## config.mk

```make
export PLATFORM = sky130hd
export DESIGN_NAME = cond_alu
export DESIGN_NICKNAME = d
export VERILOG_FILES = /design/src/rtl/cond_alu_pkg.sv /design/src/rtl/cond_eval.sv /design/src/rtl/alu_core.sv /design/src/rtl/cond_alu.sv
export SDC_FILE = /design/constraint.sdc
export NUM_CORES = 1
export LEC_CHECK = 0
export BUFFER_PORTS_ARGS = -buffer_cell sky130_fd_sc_hd__buf_2
export CAP_MARGIN = 10
export CORE_AREA = 2 2 124 126
export DETAILED_ROUTE_END_ITERATION = 16
export DIE_AREA = 0 0 126 128
export PLACE_DENSITY = 0.66
export SYNTH_ARGS = -nofsm -noshare
export SYNTH_HDL_FRONTEND = slang
export SYNTH_HIERARCHICAL = 1
export SYNTH_SLANG_ARGS = --single-unit
```

## constraint.sdc

```tcl
create_clock -name clk_i -period 0.93 [get_ports clk_i]
set_input_delay 0.1395 -clock clk_i [delete_from_list [all_inputs] [get_ports clk_i]]
set_output_delay 0.1395 -clock clk_i [all_outputs]
set_load 0.02 [all_outputs]
```

## src/rtl/cond_alu_pkg.sv

```systemverilog
package cond_alu_pkg;

  typedef enum logic [3:0] {
    OP_AND = 4'd0,  OP_EOR = 4'd1,  OP_SUB = 4'd2,  OP_RSB = 4'd3,
    OP_ADD = 4'd4,  OP_ADC = 4'd5,  OP_SBC = 4'd6,  OP_RSC = 4'd7,
    OP_TST = 4'd8,  OP_TEQ = 4'd9,  OP_CMP = 4'd10, OP_CMN = 4'd11,
    OP_ORR = 4'd12, OP_MOV = 4'd13, OP_BIC = 4'd14, OP_MVN = 4'd15
  } alu_op_e;

  typedef struct packed {
    logic n;
    logic z;
    logic c;
    logic v;
  } nzcv_t;

  // opcodes 8..11 only set flags
  function automatic logic op_is_test(alu_op_e op);
    return op[3:2] == 2'b10;
  endfunction

endpackage

```

## src/rtl/cond_eval.sv

```systemverilog
module cond_eval
  import cond_alu_pkg::*;
(
  input  nzcv_t      flags_i,
  input  logic [3:0] cond_i,
  output logic       pass_o
);

  logic base;

  // odd codes are the complement of the even code below them; 1111 inverts always
  always_comb begin
    unique case (cond_i[3:1])
      3'd0:    base = flags_i.z;
      3'd1:    base = flags_i.c;
      3'd2:    base = flags_i.n;
      3'd3:    base = flags_i.v;
      3'd4:    base = flags_i.c & ~flags_i.z;
      3'd5:    base = flags_i.n == flags_i.v;
      3'd6:    base = ~flags_i.z & (flags_i.n == flags_i.v);
      default: base = 1'b1;
    endcase
  end

  assign pass_o = base ^ cond_i[0];

endmodule

```

## src/rtl/alu_core.sv

```systemverilog
module alu_core
  import cond_alu_pkg::*;
#(
  parameter int WIDTH = 32
) (
  input  alu_op_e            op_i,
  input  logic [WIDTH-1:0]   a_i,
  input  logic [WIDTH-1:0]   b_i,
  input  logic               c_in_i,
  input  logic               v_in_i,
  input  logic               shift_carry_i,
  output logic [WIDTH-1:0]   res_o,
  output nzcv_t              flags_o
);

  localparam int MSB = WIDTH - 1;

  logic [WIDTH-1:0] x, y;
  logic             cin, arith;
  logic [WIDTH:0]   sum;

  always_comb begin
    x = a_i;
    y = b_i;
    cin = 1'b0;
    arith = 1'b1;
    unique case (op_i)
      OP_ADD, OP_CMN: ;
      OP_ADC:         cin = c_in_i;
      OP_SUB, OP_CMP: begin y = ~b_i; cin = 1'b1; end
      OP_SBC:         begin y = ~b_i; cin = c_in_i; end
      OP_RSB:         begin x = b_i; y = ~a_i; cin = 1'b1; end
      OP_RSC:         begin x = b_i; y = ~a_i; cin = c_in_i; end
      default:        arith = 1'b0;
    endcase
  end

  assign sum = {1'b0, x} + {1'b0, y} + {{WIDTH{1'b0}}, cin};

  always_comb begin
    unique case (op_i)
      OP_AND, OP_TST: res_o = a_i & b_i;
      OP_EOR, OP_TEQ: res_o = a_i ^ b_i;
      OP_ORR:         res_o = a_i | b_i;
      OP_MOV:         res_o = b_i;
      OP_BIC:         res_o = a_i & ~b_i;
      OP_MVN:         res_o = ~b_i;
      default:        res_o = sum[MSB:0];
    endcase
  end

  always_comb begin
    flags_o.n = res_o[MSB];
    flags_o.z = ~|res_o;
    flags_o.c = arith ? sum[WIDTH] : shift_carry_i;
    flags_o.v = arith ? ((x[MSB] == y[MSB]) && (sum[MSB] != x[MSB])) : v_in_i;
  end

endmodule

```

## src/rtl/cond_alu.sv

```systemverilog
module cond_alu
  import cond_alu_pkg::*;
#(
  parameter int WIDTH = 32
) (
  input  logic             clk_i,
  input  logic             rst_ni,
  input  logic [WIDTH-1:0] op_a_i,
  input  logic [WIDTH-1:0] op_b_i,
  input  logic             shift_carry_i,
  input  logic [3:0]       flags_i,
  input  logic [3:0]       opcode_i,
  input  logic [3:0]       cond_i,
  input  logic             set_flags_i,
  output logic [WIDTH-1:0] result_o,
  output logic             wr_en_o,
  output logic [3:0]       flags_o
);

  alu_op_e          op;
  nzcv_t            cur_flags, calc_flags;
  logic [WIDTH-1:0] calc_res;
  logic             pass, is_test, do_write, do_update;

  assign op        = alu_op_e'(opcode_i);
  assign cur_flags = nzcv_t'(flags_i);
  assign is_test   = op_is_test(op);

  cond_eval u_cond (
    .flags_i (cur_flags),
    .cond_i  (cond_i),
    .pass_o  (pass)
  );

  alu_core #(.WIDTH(WIDTH)) u_core (
    .op_i          (op),
    .a_i           (op_a_i),
    .b_i           (op_b_i),
    .c_in_i        (cur_flags.c),
    .v_in_i        (cur_flags.v),
    .shift_carry_i (shift_carry_i),
    .res_o         (calc_res),
    .flags_o       (calc_flags)
  );

  assign do_write  = pass & ~is_test;
  assign do_update = pass & (is_test | set_flags_i);

  always_ff @(posedge clk_i or negedge rst_ni) begin
    if (!rst_ni) begin
      result_o <= '0;
      wr_en_o  <= 1'b0;
      flags_o  <= '0;
    end else begin
      result_o <= calc_res;
      wr_en_o  <= do_write;
      flags_o  <= do_update ? calc_flags : flags_i;
    end
  end

  // failed condition is a bubble
  a_r10_fail_no_write: assert property (@(posedge clk_i) disable iff (!rst_ni)
    !pass |=> !wr_en_o);
  a_r10_fail_flags_hold: assert property (@(posedge clk_i) disable iff (!rst_ni)
    !pass |=> flags_o == $past(flags_i));
  // compare/test never writes
  a_r3_test_no_write: assert property (@(posedge clk_i) disable iff (!rst_ni)
    (opcode_i[3:2] == 2'b10) |=> !wr_en_o);
  // no update bit on non-compare holds flags
  a_r4_no_s_hold: assert property (@(posedge clk_i) disable iff (!rst_ni)
    (!set_flags_i && opcode_i[3:2] != 2'b10) |=> flags_o == $past(flags_i));
  // bitwise, move and test ops keep V
  a_r6_logic_v_keep: assert property (@(posedge clk_i) disable iff (!rst_ni)
    (opcode_i inside {4'd0, 4'd1, 4'd8, 4'd9, 4'd12, 4'd13, 4'd14, 4'd15})
      |=> flags_o[0] == $past(flags_i[0]));
  // always-condition writes for non-compare
  a_r9_al_writes: assert property (@(posedge clk_i) disable iff (!rst_ni)
    (cond_i == 4'hE && opcode_i[3:2] != 2'b10) |=> wr_en_o);

endmodule

```

==> results of run 1 <==
-- layer usage --
| metal | global-route usage, % | vias up |
|---|---|---|
| met5 | 0 | - |
| met4 | 13.3 | 0 |
| met3 | 6.80 | 146 |
| met2 | 55.7 | 544 |
| met1 | 40.0 | 4287 |
| li1 | - | 4230 |
-- timing repair --
item | in CTS | in global routing
gates cloned | 3 | 1
hold endpoints to repair | 37 | 0
hold buffers | 1 | 0
gates resized for setup | 172 | 105
pin swaps | 38 | 51
setup endpoints to repair | 74 | 74
setup buffers | 26 | 27
-- how the worst max path moves through the flow --
stage | from | to | slack [ns]
after floorplan | opcode_i[0] | flags_o[2] | -3.30
after global placement | opcode_i[0] | flags_o[2] | -3.16
after detailed placement | opcode_i[2] | flags_o[2] | -3.24
after CTS | opcode_i[3] | flags_o[2] | -2.70
after global routing | opcode_i[3] | flags_o[2] | -3.04
final | opcode_i[3] | flags_o[2] | -2.90
-- cells in the mapped netlist, drive strengths merged, types with 6 or more instances --
cell and instances:
a22oi 12, nor2b 10, a32oi 7, nand3 10
a31oi 17, clkbuf 29, o21ai 144, nor2 48
o22ai 22, dfrtp 37, xnor2 25, o31a 6
nand2 154, o31ai 13, o21a 11, inv 81
nand4 7, a211oi 9, nand2b 10, o221ai 8
buf 32, a21oi 63, ha 63, nor3 18
xor2 14
-- sequential cells by signal, indices dropped and copies added (netlist names) --
| signal | count |
|---|---|
| wr_en_o | 1 |
| result_o | 32 |
| flags_o | 4 |
-- area by class of cell --
type	count	area, um^2	share of cell area [%]
Timing Repair Buffer	446	3600	32.8
Tap cell	188	235	2.14
Sequential cell	37	926	8.43
Clock buffer	5	125	1.14
Clock inverter	3	46.3	0.421
Multi-Input combinational cell	767	5740	52.2
Inverter	81	312	2.84
-- critical path: stages --
cell and delay (ns):
buf_8 0.10, nand2_4 0.06, and3_4 0.19, o21bai_4 0.15
nand2_2 0.07, o21ai_1 0.08, o21ai_1 0.09, fa_2 0.36
inv_2 0.07, fa_2 0.20, nor2b_2 0.05, o31a_1 0.33
buf_6 0.14, o211a_4 0.25, o41ai_4 0.36, xor2_1 0.25
o221ai_2 0.20, or4_1 0.47, nor4_2 0.16, and4b_1 0.23
mux2_2 0.14
-- cells in the final DEF (no fill, tap or decap), types with 6 or more instances in the layout --
| master | count |
|---|---|
| o31ai_1 | 11 |
| o31a_1 | 6 |
| o21ai_1 | 31 |
| nor2_1 | 43 |
| a31oi_1 | 14 |
| o22ai_1 | 22 |
| buf_2 | 74 |
| dfrtp_1 | 37 |
| buf_6 | 75 |
| xnor2_2 | 6 |
| nand2_1 | 140 |
| nor2b_1 | 7 |
| a21oi_1 | 41 |
| a22oi_1 | 10 |
| o21ai_0 | 94 |
| clkbuf_16 | 6 |
| inv_1 | 76 |
| nand2b_1 | 9 |
| ha_1 | 60 |
| xor2_1 | 11 |
| a21oi_2 | 18 |
| buf_12 | 6 |
| nand2_2 | 12 |
| buf_4 | 285 |
| o21ai_4 | 6 |
| nor3_1 | 14 |
| o21a_1 | 10 |
| nand3_1 | 9 |
| o21ai_2 | 13 |
| nand4_1 | 7 |
| xnor2_1 | 17 |
-- power groups by stage --
| stage | Clock (W) | Sequential [W] | Combinational (W) |
|---|---|---|---|
| floorplan | 0 | 0.00252 | 0.00367 |
| global placement | 0 | 0.00204 | 0.00741 |
| detailed placement | 0 | 0.00204 | 0.00749 |
| CTS | 0.00213 | 0.00211 | 0.00877 |
| global route | 0.00217 | 0.00214 | 0.0106 |
| finish | 0.00209 | 0.00212 | 0.0100 |
-- through the flow --
stage               total power, W  cell area (um^2)
CTS                         0.0130             10400
global route                0.0149             11000
detailed placement         0.00953              9320
finish                      0.0142             11000
global placement           0.00945              9320
floorplan                  0.00618              6810
-- kinds of logic after synthesis --
family | share of synthesized area, %
XOR/XNOR | 5.20
flip-flops | 14.1
adder cells (fa/ha/maj) | 12.6
buffers and inverters | 9.85
AO/OA/AOI/OAI | 36.4
AND/OR/NAND/NOR | 20.0
multiplexers | 1.81
==> flow_summary.ini, run 1 <==
[status]
outcome = complete, but fails checks
failed_checks = setup timing

[worst_hold_path]
holdPathStages = 3
min_path_type = input port to flop
min_from = flags_i[2]
holdPathEnd = flags_o[2]

[timing]
fin_crit_ns = 3.83
hold_viol = 0
setup_viol = 70
min_period_over_period_pct = 412
worst_pin_slew_ns = 0.720
finalWorstSetupSlack_ns = -2.90
max_freq_mhz = 261
grt_setup_unrepaired = true
slew_violations = 0
relSlewSlack_pct = 51.4
tns_ns = -68.69
whs_ns = 0.216

[route]
wl_met1_um = 11000
ant_nets = 0
via_per_inst = 6.03
dr_wl_met2_um = 13500
wire_per_inst_um = 18.9
drt-pass1-iter-count = 6
top_layer = met4
routed_wl_um = 28900
post-route-drc-count = 0
wl_met3_um = 2820
num_vias = 9207
drtIter0Drc = 1060

[pwr]
p_seq_share_pct = 14.9
netSwitchingPower_w = 0.00601
pwr-share-comb_pct = 70.4
cellInternalPower_w = 0.00819
p_leak_nw = 5.26
pwr-share-clk_pct = 14.7
power.density_nw_per_um2 = 1290
peakVddDrop_uv = 881
power_switching_share_pct = 42.3

[synth]
synth_warnings = 6
synth_top_area_share_pct = 14.1
synth_area_leader_cell = dfrtp_1
synth-edff-count = 0
ys_ff_latch = 37
syn_nets = 1090
ys.flop_type = dfrtp_1
synth_area_leaders = dfrtp_1 14%, ha_1 12%, o21ai_0 10%, nand2_1 8.8%, a21oi_1 4.7%
synth_cell_types = 84
syn_inst = 945
syn_area_um2 = 6570
postSynthAreaPerCell_um2 = 6.95
ys_seq_area_share_pct = 14.1
synthArstFlopShare_pct = 100

[die]
core_um2 = 14900
die_h_um = 128
fp-row-count = 45
die_w_um = 126
dieArea_um2 = 16100
start_util_pct = 44.2
io_pins = 117

[setup_path]
start_kind = input port
crit_type = input port to flop
worstPathRequired_ns = 1.19
crit_fanout = 4
worstPathArrival_ns = 4.09
cp-end-kind = flop

[clock_tree]
numCtsBuffers = 5
tritoncts = built
cts_root_buf = clkbuf_16
cts.sinks = 37
cts_buffer_depth = 2
clk_pin_slew_ns = 0.08
h-tree-depth = 2

[final_layout]
num_antenna_cells = 0
fin_nets = 1483
final_util_pct = 73.9
fillers = 1063
fin_cells = 1527
drive_above_1_share_pct = 44.7
area_growth_pct = 67.2

[global_routing]
antenna_found_initial = 0
grt.total_usage_pct = 32.6
grt_start_max_net_pins = 59
grt_overflow = 0
grt_pass1_vias = 8507
grt_pass1_wl_um = 42400

[placed_design]
dpl.hpwl_um = 19200
dp_cells = 1469
io_buffers = 116
pre_cts_ws_ns = -3.24
gp_congestion = 0.973

[flow_run]
drv_cap = 0
Note: power is estimated with default switching activity, not from simulation.
==> inputs of run 2 (changes only) <==
--- a/config.mk
+++ b/config.mk
@@ -5,12 +5,11 @@
 export SDC_FILE = /design/constraint.sdc
 export NUM_CORES = 1
 export LEC_CHECK = 0
-export BUFFER_PORTS_ARGS = -buffer_cell sky130_fd_sc_hd__buf_2
 export CAP_MARGIN = 10
 export CORE_AREA = 2 2 124 126
 export DETAILED_ROUTE_END_ITERATION = 16
 export DIE_AREA = 0 0 126 128
-export PLACE_DENSITY = 0.66
+export DONT_BUFFER_PORTS = 1
 export SYNTH_ARGS = -nofsm -noshare
 export SYNTH_HDL_FRONTEND = slang
 export SYNTH_HIERARCHICAL = 1
==> run 2 against run 1 <==
The flow finishes with violations (hold timing, setup timing). Worst hold slack worse by 0.71 ns. Largest power group unchanged. Utilization decreased by 8.2 points. Clock power hardly changed. Combinational power is 20% lower. Critical path depth is 2 higher. Cell count is 12% lower. Via count is 12% lower. First-iteration DRC count shrank 27%.
==> flow_summary.ini, run 2 (same netlist as run 1, synthesis figures left out) <==
[setup_path]
crit_start = opcode_i[0]
crit_fanout = 72
crit_type = input port to flop
path_common_cell = buf_6
start_kind = input port
cp-end-kind = flop
cp_num_buf_inv = 6
cp_slowest_cell = a211o_1
worstPathRequired_ns = 1.11
cp_cell_sequence = clkinv_8, and3_4, o21bai_4, buf_12, buf_8, nand2_2, o21ai_1, o21ai_1, ha_1, buf_6, buf_6, o21a_1, o31a_1, o211a_4, buf_6, o21a_4, a31oi_4, a211o_1, nand2b_4, a211o_1, o21ai_2, and4b_1, mux2_4
worstPathArrival_ns = 3.92
cp_top_family = compound AO/OA/AOI/OAI gates
critPathMaxStageDelay_ns = 0.34

[global_routing]
grt_start_max_net_pins = 73
grt.total_usage_pct = 29.7
antenna_found_initial = 0
grt_pass1_wl_um = 38600
grt_pass1_vias = 7548
grt_overflow = 0

[timing]
grt_setup_unrepaired = true
slew_violations = 0
hold_viol = 37
min_period_over_period_pct = 403
relSlewSlack_pct = 58.1
whs_ns = -0.490
setup_viol = 37
max_freq_mhz = 267
fin_crit_ns = 3.75
worst_pin_slew_ns = 0.621
tns_ns = -63.79
finalWorstSetupSlack_ns = -2.82

[final_layout]
top_regs = result_o x32, flags_o x4, wr_en_o x1
fin_area_um2 = 9760
area_growth_pct = 48.6
layout_commonest_cell = buf_4
fin_cells = 1349
regMostFlops = result_o
num_antenna_cells = 0
largest_reg_flops = 32
drive_above_1_share_pct = 37.0
final_cell_mix = 221 x buf_4, 137 x nand2_1, 92 x o21ai_0
fin_nets = 1305
fillers = 1251

[pwr]
p_leak_nw = 4.40
peakVddDrop_uv = 848
p_seq_share_pct = 20.0
finalPower_w = 0.0126
pwr-share-clk_pct = 16.6
netSwitchingPower_w = 0.00529
power.density_nw_per_um2 = 1290
power_switching_share_pct = 42.0
cellInternalPower_w = 0.00731
pwr-share-comb_pct = 63.5

[route]
drt-pass1-iter-count = 7
ant_nets = 0
wire_per_inst_um = 18.9
drtIter0Drc = 772
post-route-drc-count = 0
num_vias = 8075
routed_wl_um = 25500
via_per_inst = 5.99

[placed_design]
dp_cells = 1295
gp_congestion = 0.968
dpl.hpwl_um = 17600
io_buffers = 0
placed_area_um2 = 8320

[clock_tree]
numCtsBuffers = 5
cts_buffer_depth = 2
postCtsHoldBufs = 4
h-tree-depth = 2
cts_root_buf = clkbuf_16
tritoncts = built
cts.sinks = 37
clk_pin_slew_ns = 0.08

[flow_run]
drv_cap = 0

[die]
dieArea_um2 = 16100
io_pins = 117
die_w_um = 126
core_um2 = 14900
die_h_um = 128
start_util_pct = 44.2
fp-row-count = 45

[worst_hold_path]
min_path_type = input port to asynchronous set/reset pin

[status]
outcome = complete, but fails checks
failed_checks = hold timing, setup timing
[run 2: changes by cell type in the layout (fill, tap and decap cells not counted), moves of 3 or more]
cell / delta
dlygate4sd3_1: +3
a21oi_4: +3
buf_4: -64
buf_2: -74
o21ai_1: +3
a21oi_2: -3
buf_6: -38
nand2_1: -3
nand2_2: +3
[run 2: worst paths after layout]
path                                 to  slack, ns  cells past startpoint
worst max-delay path         flags_o[2]      -2.82                     23
worst min-delay path       result_o[28]      -0.49                      0
max in group asynchronous  result_o[24]       1.31                      0
min in group clk_i              wr_en_o       0.10                      2
[run 2: repair_timing]
item	4_1_cts	5_1_grt
setup buffers	34	33
gates cloned	0	0
hold endpoints to repair	41	37
pin swaps	70	85
gates resized for setup	106	117
endpoints found under the setup margin	36	37
[run 2: layer usage]
| layer | GRT usage, % | part of all wire, % | vias up |
|---|---|---|---|
| li1 | - | - | 3854 |
| met1 | 38.7 | 42 | 3777 |
| met2 | 50.3 | 47 | 378 |
| met3 | 5.43 | 8.4 | 66 |
| met4 | 8.40 | 2.9 | 0 |
| met5 | 0 | 0 | - |
[run 2: area by class of cell]
type	count	area [um^2]	area share [%]
well taps	188	235	2.41
repair buffers	269	2250	23.1
flip-flops and latches	37	926	9.49
inverters	81	317	3.24
clock buffers	5	125	1.28
clock inverters	3	46.3	0.474
multi-input cells	766	5860	60.0
[run 2: through the flow]
| stage | worst slack (ns) | util (%) |
|---|---|---|
| floorplan | -3.30 | - |
| global placement | -2.99 | 56.0 |
| detailed placement | -3.08 | 56.0 |
| CTS | -2.73 | 62.0 |
| global route | -2.92 | 65.7 |
| finish | -2.82 | 65.7 |
[run 2: power by group through the flow]
stage	registers, W	clock network [W]	logic (W)
floorplan	0.00252	0	0.00367
global placement	0.00255	0	0.00588
detailed placement	0.00255	0	0.00593
CTS	0.00252	0.00213	0.00695
global route	0.00256	0.00221	0.00853
finish	0.00252	0.00209	0.00799
==> inputs of run 3 (changes only) <==
--- a/config.mk
+++ b/config.mk
@@ -6,9 +6,9 @@
 export NUM_CORES = 1
 export LEC_CHECK = 0
 export CAP_MARGIN = 10
-export CORE_AREA = 2 2 124 126
+export CORE_AREA = 5 5 127 129
 export DETAILED_ROUTE_END_ITERATION = 16
-export DIE_AREA = 0 0 126 128
+export DIE_AREA = 0 0 132 134
 export DONT_BUFFER_PORTS = 1
 export SYNTH_ARGS = -nofsm -noshare
 export SYNTH_HDL_FRONTEND = slang
==> run 3 against run 2 <==
The run still ends with hold timing, setup timing left. Non-clock buffer count is 2 lower. Utilization is 1.5 points lower. Power down 1.4%. Clock power about the same. Combinational power shrank 2%. Worst setup slack gained 0.066 ns. Critical path depth shrank 2. Global-route usage shrank 2.8 points. Worst hold slack got worse by 0.0030 ns. Final area fell by 1.9%. Die area is 9.7% higher.
==> flow_summary.ini, run 3 (same netlist as run 1, synthesis figures left out) <==
[status]
outcome = complete, but fails checks
failed_checks = hold timing, setup timing

[final_layout]
num_antenna_cells = 0
fin_area_um2 = 9580
area_growth_pct = 45.7
regMostFlops = result_o
fin_nets = 1303
layout_commonest_cell = buf_4
top_regs = result_o x32, flags_o x4, wr_en_o x1
final_cell_mix = 236 x buf_4, 144 x nand2_1, 107 x o21ai_0
drive_above_1_share_pct = 36.5
fillers = 1287
largest_reg_flops = 32

[setup_path]
worstPathArrival_ns = 3.86
crit_type = input port to flop
worstPathRequired_ns = 1.11
critPathMaxStageDelay_ns = 0.34
cp_cell_sequence = and3_4, o21bai_4, nand2_1, o21ai_1, o21ai_1, fa_2, inv_2, fa_2, nor2b_2, o31a_1, buf_6, o211a_4, o21a_4, buf_12, a31oi_4, a211o_1, nand2b_4, a211o_1, o21ai_2, and4b_1, mux2_2
cp_slowest_cell = fa_2
crit_fanout = 71
cp-end-kind = flop
crit_start = opcode_i[1]
start_kind = input port

[timing]
max_freq_mhz = 272
slew_violations = 0
worst_pin_slew_ns = 0.597
fin_crit_ns = 3.68
whs_ns = -0.493
finalWorstSetupSlack_ns = -2.75
hold_viol = 37
min_period_over_period_pct = 396
relSlewSlack_pct = 60.1
setup_viol = 36
grt_setup_unrepaired = true

[worst_hold_path]
min_path_type = input port to asynchronous set/reset pin

[die]
core_um2 = 14900
die_h_um = 134
die_w_um = 132
start_util_pct = 44.0
fp-row-count = 45
dieArea_um2 = 17700
io_pins = 117

[placed_design]
gp_congestion = 0.973
placed_area_um2 = 8310
io_buffers = 0
dpl.hpwl_um = 18400

[route]
routed_wl_um = 25600
wire_per_inst_um = 19.0
ant_nets = 0
drt-pass1-iter-count = 5
num_vias = 7945
via_per_inst = 5.90
drtIter0Drc = 789
post-route-drc-count = 0

[global_routing]
grt_pass1_wl_um = 38700
grt_pass1_vias = 7388
grt_start_max_net_pins = 73
grt_overflow = 0
antenna_found_initial = 0
grt.total_usage_pct = 26.9

[clock_tree]
numCtsBuffers = 5
tritoncts = built
h-tree-depth = 2
cts.sinks = 37
postCtsHoldBufs = 4
clk_pin_slew_ns = 0.08
cts_buffer_depth = 2
cts_root_buf = clkbuf_16

[pwr]
cellInternalPower_w = 0.00721
power_switching_share_pct = 42.0
p_leak_nw = 4.33
pwr-share-comb_pct = 62.9
netSwitchingPower_w = 0.00521
peakVddDrop_uv = 768
finalPower_w = 0.0124
power.density_nw_per_um2 = 1300
pwr-share-clk_pct = 16.8
p_seq_share_pct = 20.3

[flow_run]
drv_cap = 0
## run 3: changes by cell type in the layout (fill, tap and decap cells not counted), sizes merged
cell / delta
buf: -2
clkinv: -1
inv: +1
## run 3: power by group through the flow
stage,Sequential (W),Clock (W),Combinational (W)
finish,0.00253,0.00208,0.00781
global route,0.00256,0.00222,0.00836
CTS,0.00254,0.00213,0.00684
detailed placement,0.00256,0,0.00605
global placement,0.00257,0,0.00601
floorplan,0.00252,0,0.00367
## run 3: worst max path at each step
stage | endpoint | cells after the start
after floorplan | flags_o[2] | 25
after CTS | flags_o[2] | 20
final | flags_o[2] | 21
after global routing | flags_o[2] | 23
after global placement | flags_o[2] | 21
after detailed placement | flags_o[2] | 20
## run 3: cell type report
type	count	area (um^2)	share of cell area, %
Clock buffer	5	125	1.31
Clock inverter	3	46.3	0.483
Inverter	81	312	3.25
Multi-Input combinational cell	766	5790	60.4
Sequential cell	37	927	9.68
Tap cell	188	235	2.46
Timing Repair Buffer	267	2140	22.4
## run 3: worst max-delay path: cells and delay by family
kind / cells / cell delay [ns]
AOI/OAI and AO/OA: 10 / 1.78
adders and majority gates: 2 / 0.59
buffers and inverters: 3 / 0.29
muxes: 1 / 0.25
and+or+nand+nor: 5 / 0.78
## run 3: what timing repair did
item	4_1_cts	5_1_grt
resized for setup	85	94
setup buffers	23	25
pin swaps	44	52
cloned	1	0
endpoints found under the hold margin	41	37
endpoints found under the setup margin	37	38
## run 3: routing by layer
layer  track usage (%)  wire, um  vias up
met1              35.6     11000     3728
met2              44.0     11900      314
li1                  -         -     3849
met3              6.23      2100       54
met4              7.54       573        0
met5                 0         0        -
## run 3: per-stage QoR
step | setup WS [ns] | instances | hold WS, ns | TNS, ns | util [%]
2_1_floorplan | -3.30 | 945 | -0.156 | -79.84 | -
3_3_place_gp | -3.29 | 1301 | -0.155 | -72.94 | 55.7
3_5_place_dp | -3.29 | 1301 | -0.155 | -73.66 | 55.7
4_1_cts | -2.72 | 1330 | -0.498 | -59.31 | 60.7
5_1_grt | -2.87 | 1347 | -0.501 | -65.71 | 64.2
6_report | -2.75 | 1347 | -0.493 | -62.74 | 64.2
